==> config.mk <==
export PLATFORM = sky130hd
export DESIGN_NAME = dbg_entry_ctrl
export DESIGN_NICKNAME = d
export VERILOG_FILES = /design/src/rtl/dbg_entry_pkg.sv /design/src/rtl/dbg_trig_merge.sv /design/src/rtl/dbg_seq_fsm.sv /design/src/rtl/dbg_ctx_save.sv /design/src/rtl/dbg_entry_ctrl.sv
export SDC_FILE = /design/constraint.sdc
export NUM_CORES = 1
export LEC_CHECK = 0
export BUFFER_PORTS_ARGS = -buffer_cell sky130_fd_sc_hd__buf_2
export CORE_ASPECT_RATIO = 0.75
export CORE_UTILIZATION = 45
export DETAILED_ROUTE_END_ITERATION = 8
export GPL_ROUTABILITY_DRIVEN = 0
export PLACE_DENSITY = 0.9
export SYNTH_ARGS = -nofsm -noshare
export SYNTH_HDL_FRONTEND = slang
export SYNTH_SLANG_ARGS = --single-unit
==> constraint.sdc <==
create_clock -name clk -period 3.3 [get_ports clk]
set_input_delay 0.66 -clock clk [delete_from_list [all_inputs] [get_ports clk]]
set_output_delay 0.66 -clock clk [all_outputs]
set_load 0.01 [all_outputs]
==> src/rtl/dbg_entry_pkg.sv <==
package dbg_entry_pkg;
  typedef enum logic [2:0] {
    ST_IDLE   = 3'd0,
    ST_BLOCK  = 3'd1,
    ST_PUSH   = 3'd2,
    ST_PAGE   = 3'd3,
    ST_LOADIP = 3'd4,
    ST_CLRIGE = 3'd5,
    ST_HALTED = 3'd6
  } dbg_state_e;

  localparam logic [1:0] STAT_RUN  = 2'b00;
  localparam logic [1:0] STAT_IDLE = 2'b01;
endpackage

==> src/rtl/dbg_trig_merge.sv <==
module dbg_trig_merge #(
  parameter int ADDR_W = 16
) (
  input  logic              clk,
  input  logic              rst_n,
  input  logic              armed,
  input  logic              host_req,
  input  logic              bkpt_hit,
  input  logic [ADDR_W-1:0] cur_ip,
  output logic              start,
  output logic [ADDR_W-1:0] ret_addr
);
  // Either source, or both at once, makes one start event while armed.
  assign start = armed && (host_req || bkpt_hit);

  always_ff @(posedge clk or negedge rst_n) begin
    if (!rst_n) ret_addr <= '0;
    else if (start) ret_addr <= cur_ip;
  end

  // once disarmed, the captured return address is not overwritten.
  a_r9_addr_hold: assert property (@(posedge clk) disable iff (!rst_n)
    !armed |=> $stable(ret_addr));
endmodule

==> src/rtl/dbg_seq_fsm.sv <==
module dbg_seq_fsm
  import dbg_entry_pkg::*;
(
  input  logic       clk,
  input  logic       rst_n,
  input  logic       start,
  input  logic       push_ready,
  input  logic       ret_req,
  output dbg_state_e state
);
  dbg_state_e nxt;

  always_comb begin
    nxt = state;
    case (state)
      ST_IDLE:   if (start) nxt = ST_BLOCK;
      ST_BLOCK:  nxt = ST_PUSH;
      ST_PUSH:   if (push_ready) nxt = ST_PAGE;
      ST_PAGE:   nxt = ST_LOADIP;
      ST_LOADIP: nxt = ST_CLRIGE;
      ST_CLRIGE: nxt = ST_HALTED;
      ST_HALTED: if (ret_req) nxt = ST_IDLE;
      default:   nxt = ST_IDLE;
    endcase
  end

  always_ff @(posedge clk or negedge rst_n) begin
    if (!rst_n) state <= ST_IDLE;
    else state <= nxt;
  end

  // fixed step order
  a_r2_block_to_push: assert property (@(posedge clk) disable iff (!rst_n)
    state == ST_BLOCK |=> state == ST_PUSH);
  a_r2_page_to_ip: assert property (@(posedge clk) disable iff (!rst_n)
    state == ST_PAGE |=> state == ST_LOADIP);
  a_r2_ip_to_ige: assert property (@(posedge clk) disable iff (!rst_n)
    state == ST_LOADIP |=> state == ST_CLRIGE);
  // no restart while active
  a_r9_no_restart: assert property (@(posedge clk) disable iff (!rst_n)
    state != ST_IDLE |=> state != ST_BLOCK);
  // return goes straight back to idle
  a_r12_return: assert property (@(posedge clk) disable iff (!rst_n)
    (state == ST_HALTED && ret_req) |=> state == ST_IDLE);
endmodule

==> src/rtl/dbg_ctx_save.sv <==
module dbg_ctx_save (
  input  logic clk,
  input  logic rst_n,
  input  logic save_en,
  input  logic page_in,
  output logic saved_page
);
  always_ff @(posedge clk or negedge rst_n) begin
    if (!rst_n) saved_page <= 1'b0;
    else if (save_en) saved_page <= page_in;
  end

  // the saved bit only moves in the save step
  a_r5_save_hold: assert property (@(posedge clk) disable iff (!rst_n)
    !save_en |=> $stable(saved_page));
endmodule

==> src/rtl/dbg_entry_ctrl.sv <==
module dbg_entry_ctrl
  import dbg_entry_pkg::*;
#(
  parameter int              ADDR_W = 16,
  parameter logic [ADDR_W-1:0] VECTOR = 16'h8010
) (
  input  logic              clk,
  input  logic              rst_n,
  input  logic              host_dbg_req,
  input  logic              bkpt_hit,
  input  logic              ret_req,
  input  logic [ADDR_W-1:0] cur_ip,
  input  logic              page_bit_in,
  input  logic              ige_in,
  input  logic              push_ready,
  output logic              fetch_block,
  output logic              push_valid,
  output logic [ADDR_W-1:0] push_data,
  output logic              pop_req,
  output logic              page_we,
  output logic              page_wdata,
  output logic              ip_we,
  output logic [ADDR_W-1:0] ip_wdata,
  output logic              ige_clr_we,
  output logic              cpu_halt,
  output logic              tmr_clk_en,
  output logic [1:0]        dbg_status
);
  dbg_state_e        state;
  logic              start;
  logic              armed;
  logic              saved_page;
  logic              returning;
  logic [ADDR_W-1:0] ret_addr;

  assign armed = (state == ST_IDLE);

  dbg_trig_merge #(.ADDR_W(ADDR_W)) u_trig (
    .clk      (clk),
    .rst_n    (rst_n),
    .armed    (armed),
    .host_req (host_dbg_req),
    .bkpt_hit (bkpt_hit),
    .cur_ip   (cur_ip),
    .start    (start),
    .ret_addr (ret_addr)
  );

  dbg_seq_fsm u_fsm (
    .clk        (clk),
    .rst_n      (rst_n),
    .start      (start),
    .push_ready (push_ready),
    .ret_req    (ret_req),
    .state      (state)
  );

  dbg_ctx_save u_ctx (
    .clk        (clk),
    .rst_n      (rst_n),
    .save_en    (state == ST_PAGE),
    .page_in    (page_bit_in),
    .saved_page (saved_page)
  );

  assign returning   = (state == ST_HALTED) && ret_req;
  assign fetch_block = !armed;
  assign push_valid  = (state == ST_PUSH);
  assign push_data   = ret_addr;
  assign pop_req     = returning;
  assign page_we     = (state == ST_PAGE) || returning;
  assign page_wdata  = returning ? saved_page : 1'b0;
  assign ip_we       = (state == ST_LOADIP);
  assign ip_wdata    = VECTOR;
  assign ige_clr_we  = (state == ST_CLRIGE) && ige_in;
  assign cpu_halt    = (state == ST_HALTED);
  assign tmr_clk_en  = armed;
  assign dbg_status  = cpu_halt ? STAT_IDLE : STAT_RUN;

  // back-pressure holds the offered address
  a_r4_push_hold: assert property (@(posedge clk) disable iff (!rst_n)
    (push_valid && !push_ready) |=> (push_valid && $stable(push_data)));
  // interrupt enable is only cleared when it was set
  a_r7_ige_cond: assert property (@(posedge clk) disable iff (!rst_n)
    ige_clr_we |-> ige_in);
  // timers frozen while the stack is being written
  a_r10_gate: assert property (@(posedge clk) disable iff (!rst_n)
    (push_valid || cpu_halt) |-> !tmr_clk_en);
  // halted implies ready status
  a_r8_status: assert property (@(posedge clk) disable iff (!rst_n)
    cpu_halt |-> dbg_status == 2'b01);
  // pop comes with page restore and only while halted
  a_r12_pop: assert property (@(posedge clk) disable iff (!rst_n)
    pop_req |-> (page_we && cpu_halt));
  // vector write happens right after the page step
  a_r6_ip_order: assert property (@(posedge clk) disable iff (!rst_n)
    (page_we && !pop_req) |=> ip_we);
endmodule

==> flow_summary.json, run 1 <==
{
  "clock-sinks": 20,
  "hold_viol_final": 0,
  "finalCriticalPeriod_ns": 2.10,
  "vias_per_cell": 4.32,
  "port_buffers": 49,
  "critPathCaptureType": "primary output",
  "synth.distinct_cells": 22,
  "cts_buffers": 3,
  "ant_nets": 0,
  "yosysMostFrequentCell": "dfrtp_1",
  "required_ns": 2.64,
  "synth-main-ff-cell": "dfrtp_1",
  "first_global_vias": 731,
  "max-cap-violations": 0,
  "critPathArrivalTime_ns": 1.44,
  "fin_skew_ns": 0.00693,
  "p_per_area_nw_per_um2": 936,
  "area_growth_pct": 19.0,
  "hp-class": "primary input to asynchronous set/reset pin",
  "p_leak_nw": 0.697,
  "ir_worst_vdd_v": 0.000432,
  "critPathKind": "register to primary output",
  "htree_levels": 1,
  "rows": 14,
  "fp.coreArea_um2": 2120,
  "drv_slew": 0,
  "route.detailed.drc": 0,
  "die_h_um": 44.3,
  "diodes": 0,
  "crit_fanout": 11,
  "ys_seq_area_share_pct": 46.7,
  "drive_above_1_share_pct": 54.5,
  "clkTransAtPathRegs_ns": 0.11,
  "fillers": 184,
  "grt.overflow.total": 0,
  "tns_ns": 0,
  "synth_top_cell_by_area": "dfrtp_1",
  "syn_area_um2": 1070,
  "first_iter_violations": 2,
  "syn_area_per_cell_um2": 12.5,
  "synth_common_cells": "dfrtp_1, buf_4, mux2_4",
  "grt_pass1_wl_mm": 3.10,
  "multi_input_area_um2": 447,
  "nNetsFinal": 157,
  "dieArea_um2": 2580,
  "root_buffer": "clkbuf_4",
  "start_util_pct": 50.6,
  "synthArstFlopShare_pct": 100,
  "grt_max_degree": 21,
  "avgRoutedWirePerCell_um": 11.3,
  "clock_latency_ns": 0.29,
  "seqCellArea_um2": 500,
  "fmax_mhz": 477,
  "drtPass1Iterations": 2,
  "vias": 709,
  "cts_max_path_buffers": 2,
  "setup_violations": 0,
  "synth_warnings": 0,
  "tritoncts": "done",
  "ioPinCount": 67,
  "post_cts_buffers": 0,
  "gr-usage-all-layers_pct": 16.4,
  "period_share_pct": 63.6,
  "postCtsHoldBufs": 0,
  "die_w_um": 58.4,
  "cp-start-kind": "register",
  "synth_area_leaders": "dfrtp_1, mux2_4, buf_4",
  "synth_top_area_share_pct": 46.7,
  "ys_ff_latch": 20,
  "status": "completed",
  "syn_inst": 86,
  "antenna_found_initial": 0,
  "rsz0062_at_grt": "no",
  "hpwl_mm": 1.44,
  "total_power_mw": 1.19,
  "synth_edf_count": 0,
  "cts_resized": 0,
  "wirelength_mm": 1.85
}
[through the flow]
stage / hold WS, ns / util, % / setup WS, ns / area [um^2] / instances
final: 0.286 / 60.2 / 1.20 / 1280 / 164
after global routing: 0.301 / 60.2 / 1.11 / 1280 / 164
after CTS: 0.293 / 60.2 / 1.19 / 1280 / 164
after detailed placement: 0.489 / 58.5 / 1.42 / 1240 / 160
after global placement: 0.486 / 58.5 / 1.44 / 1240 / 160
after floorplan: 0.364 / - / 1.51 / 1130 / 101
[layout by cell type (no fill, tap or decap), types with 2 or more instances in the layout]
cell type / count
mux2_2: 7
conb_1: 17
o21ai_0: 2
and2_1: 3
inv_1: 2
nand2b_1: 2
buf_2: 49
nand2_1: 4
mux2_4: 10
nor2_1: 4
dfrtp_1: 20
clkbuf_4: 3
[report_power, final]
group          total (mW)  internal (mW)  switching (mW)
clock network       0.137         0.0672          0.0697
registers           0.466          0.372          0.0945
logic               0.591          0.330           0.261
total                1.19          0.769           0.425
[final timing paths]
| path | from | to | slack, ns | cells after the start |
|---|---|---|---|---|
| setup / recovery | u_fsm.state[1] | tmr_clk_en | 1.20 | 3 |
| hold / removal | rst_n | u_fsm.state[0] | 0.29 | 1 |
| setup reg to reg | u_fsm.state[1] | u_trig.ret_addr[4] | 1.51 | 3 |
| hold reg to reg | u_trig.ret_addr[14] | u_trig.ret_addr[14] | 0.51 | 1 |
| max in group asynchronous | rst_n | u_trig.ret_addr[15] | 2.71 | 1 |
| min in group clk | u_trig.ret_addr[14] | u_trig.ret_addr[14] | 0.51 | 1 |
[per-layer routing]
layer | wire length (um) | vias up | global-route usage (%)
met1 | 742 | 333 | 17.7
met5 | 0 | - | 0
met4 | 11 | 0 | 2.86
met3 | 127 | 2 | 6.14
li1 | - | 339 | -
met2 | 968 | 35 | 31.3
[final cells by class]
cell class	instances	area share [%]
clock buffer	4	2.84
sequential	20	39.2
inverter	2	0.588
timing repair buffer	49	19.2
tap	32	3.14
multi-input combinational	57	35.0
[flip-flops by register name, indices dropped and copies added (netlist names)]
register	flops
u_trig.ret_addr	16
u_fsm.state	3
u_ctx.saved_page	1
[worst max-delay path, cell delays in order (launching register included)]
cell and delay, ns:
dfrtp_1 0.49, or3_4 0.47, inv_1 0.06, buf_2 0.12
[cell families after synthesis]
family,Yosys count,synth area share (%)
AO/OA/AOI/OAI,3,1.75
flip-flops,20,46.7
AND/OR/NAND/NOR,19,11.7
buffers and inverters,24,16.9
other,2,0.700
multiplexers,18,22.3
(Power assumes the default switching activity.)
==> inputs of run 2 (changes only) <==
--- a/config.mk
+++ b/config.mk
@@ -7,10 +7,10 @@
 export LEC_CHECK = 0
 export BUFFER_PORTS_ARGS = -buffer_cell sky130_fd_sc_hd__buf_2
 export CORE_ASPECT_RATIO = 0.75
-export CORE_UTILIZATION = 45
+export CORE_UTILIZATION = 42
 export DETAILED_ROUTE_END_ITERATION = 8
 export GPL_ROUTABILITY_DRIVEN = 0
-export PLACE_DENSITY = 0.9
+export PLACE_DENSITY = 0.85
 export SYNTH_ARGS = -nofsm -noshare
 export SYNTH_HDL_FRONTEND = slang
 export SYNTH_SLANG_ARGS = --single-unit
==> constraint.sdc (replaced) <==
create_clock -name clk -period 2.1 [get_ports clk]
set_input_delay 0.42 -clock clk [delete_from_list [all_inputs] [get_ports clk]]
set_output_delay 0.42 -clock clk [all_outputs]
set_load 0.01 [all_outputs]
==> flow_summary.json, run 2 (synthesis results as in run 1) <==
{
  "fmax_mhz": 541,
  "clkTransAtPathRegs_ns": 0.10,
  "diodes": 0,
  "htree_levels": 1,
  "start_util_pct": 45.3,
  "grt_pass1_wl_mm": 2.73,
  "vias_per_cell": 4.27,
  "tritoncts": "done",
  "hold_viol_final": 0,
  "postCtsHoldBufs": 0,
  "final_area_um2": 1260,
  "ioPinCount": 67,
  "final_common_cell": "buf_2",
  "grt_max_degree": 21,
  "total_power_mw": 1.83,
  "largest_reg_flops": 16,
  "avgRoutedWirePerCell_um": 11.3,
  "whs_ns": 0.0609,
  "ir_worst_vdd_v": 0.000431,
  "setup_violations": 0,
  "fp.coreArea_um2": 2360,
  "r2r-start": "u_fsm.state[1]",
  "required_ns": 1.68,
  "dieArea_um2": 2760,
  "hpwl_mm": 1.47,
  "wirelength_mm": 1.87,
  "cts_max_path_buffers": 2,
  "dpl_cell_area_um2": 1240,
  "p_per_area_nw_per_um2": 1450,
  "clock-sinks": 20,
  "first_iter_violations": 18,
  "root_buffer": "clkbuf_4",
  "cp-startpoint": "u_fsm.state[1]",
  "port_buffers": 49,
  "first_global_vias": 606,
  "die_h_um": 45.8,
  "cts_resized": 0,
  "largestRegisters": "u_trig.ret_addr: 16 flops, u_fsm.state: 3 flops, u_ctx.saved_page: 1 flops",
  "grt.overflow.total": 0,
  "hp-class": "primary input to asynchronous set/reset pin",
  "vias": 704,
  "nNetsFinal": 157,
  "antenna_found_initial": 0,
  "finalCriticalPeriod_ns": 1.85,
  "cp-start-kind": "register",
  "drive_above_1_share_pct": 54.2,
  "clock_latency_ns": 0.29,
  "max-cap-violations": 0,
  "final_cell_mix": "buf_2, dfrtp_1, conb_1, mux2_4, mux2_2",
  "rsz0062_at_grt": "no",
  "critPathKind": "register to primary output",
  "post_cts_buffers": 0,
  "gr-usage-all-layers_pct": 14.3,
  "die_w_um": 60.3,
  "ant_nets": 0,
  "post-route-util_pct": 53.5,
  "cts_buffers": 3,
  "status": "completed",
  "period_share_pct": 88.0,
  "critPathCaptureType": "primary output",
  "rows": 15,
  "fin_skew_ns": 0.00286,
  "area_growth_pct": 18.0,
  "drv_slew": 0,
  "drtPass1Iterations": 2,
  "route.detailed.drc": 0,
  "tns_ns": 0,
  "largest_register": "u_trig.ret_addr",
  "critPathArrivalTime_ns": 1.43,
  "crit_fanout": 11,
  "p_leak_nw": 0.690
}
-- run 2: where the power goes --
group / switching, mW / total (mW) / internal (mW)
combinational: 0.410 / 0.929 / 0.519
clock: 0.101 / 0.168 / 0.0666
sequential: 0.150 / 0.734 / 0.584
total: 0.661 / 1.83 / 1.17
-- run 2: path summary, 6_finish.rpt --
check | cells after the start | slack [ns] | end
hold reg to reg | 1 | 0.51 | u_ctx.saved_page
setup / recovery | 3 | 0.25 | tmr_clk_en
hold / removal | 1 | 0.06 | u_fsm.state[1]
min in group clk | 2 | 0.36 | u_trig.ret_addr[3]
max in group asynchronous | 1 | 1.73 | u_trig.ret_addr[6]
setup reg to reg | 3 | 0.34 | u_trig.ret_addr[4]
-- run 2: metal layers --
layer,up-vias,routed length [um],GRT usage [%]
met3,2,181,7.10
met5,-,0,0
met1,330,761,15.8
li1,337,-,-
met2,35,907,23.5
met4,0,18,5.58
-- run 2: area by class of cell --
class,instances,area (um^2)
clock buffer,3,22.5
fill,217,1100
inverter,2,7.51
multi-input combinational,57,447
sequential,20,500
tap,34,42.5
timing repair buffer,49,245
-- run 2: through the flow --
stage	instances	setup WS (ns)
final	165	0.251
after global routing	165	0.174
after CTS	165	0.232
after detailed placement	162	0.333
after global placement	162	0.386
after floorplan	101	0.467
-- run 2: worst max-delay path, cell delays in order, from the launching register on --
cell and delay, ns:
dfrtp_1 0.49, or3_4 0.46, inv_1 0.07, buf_2 0.12
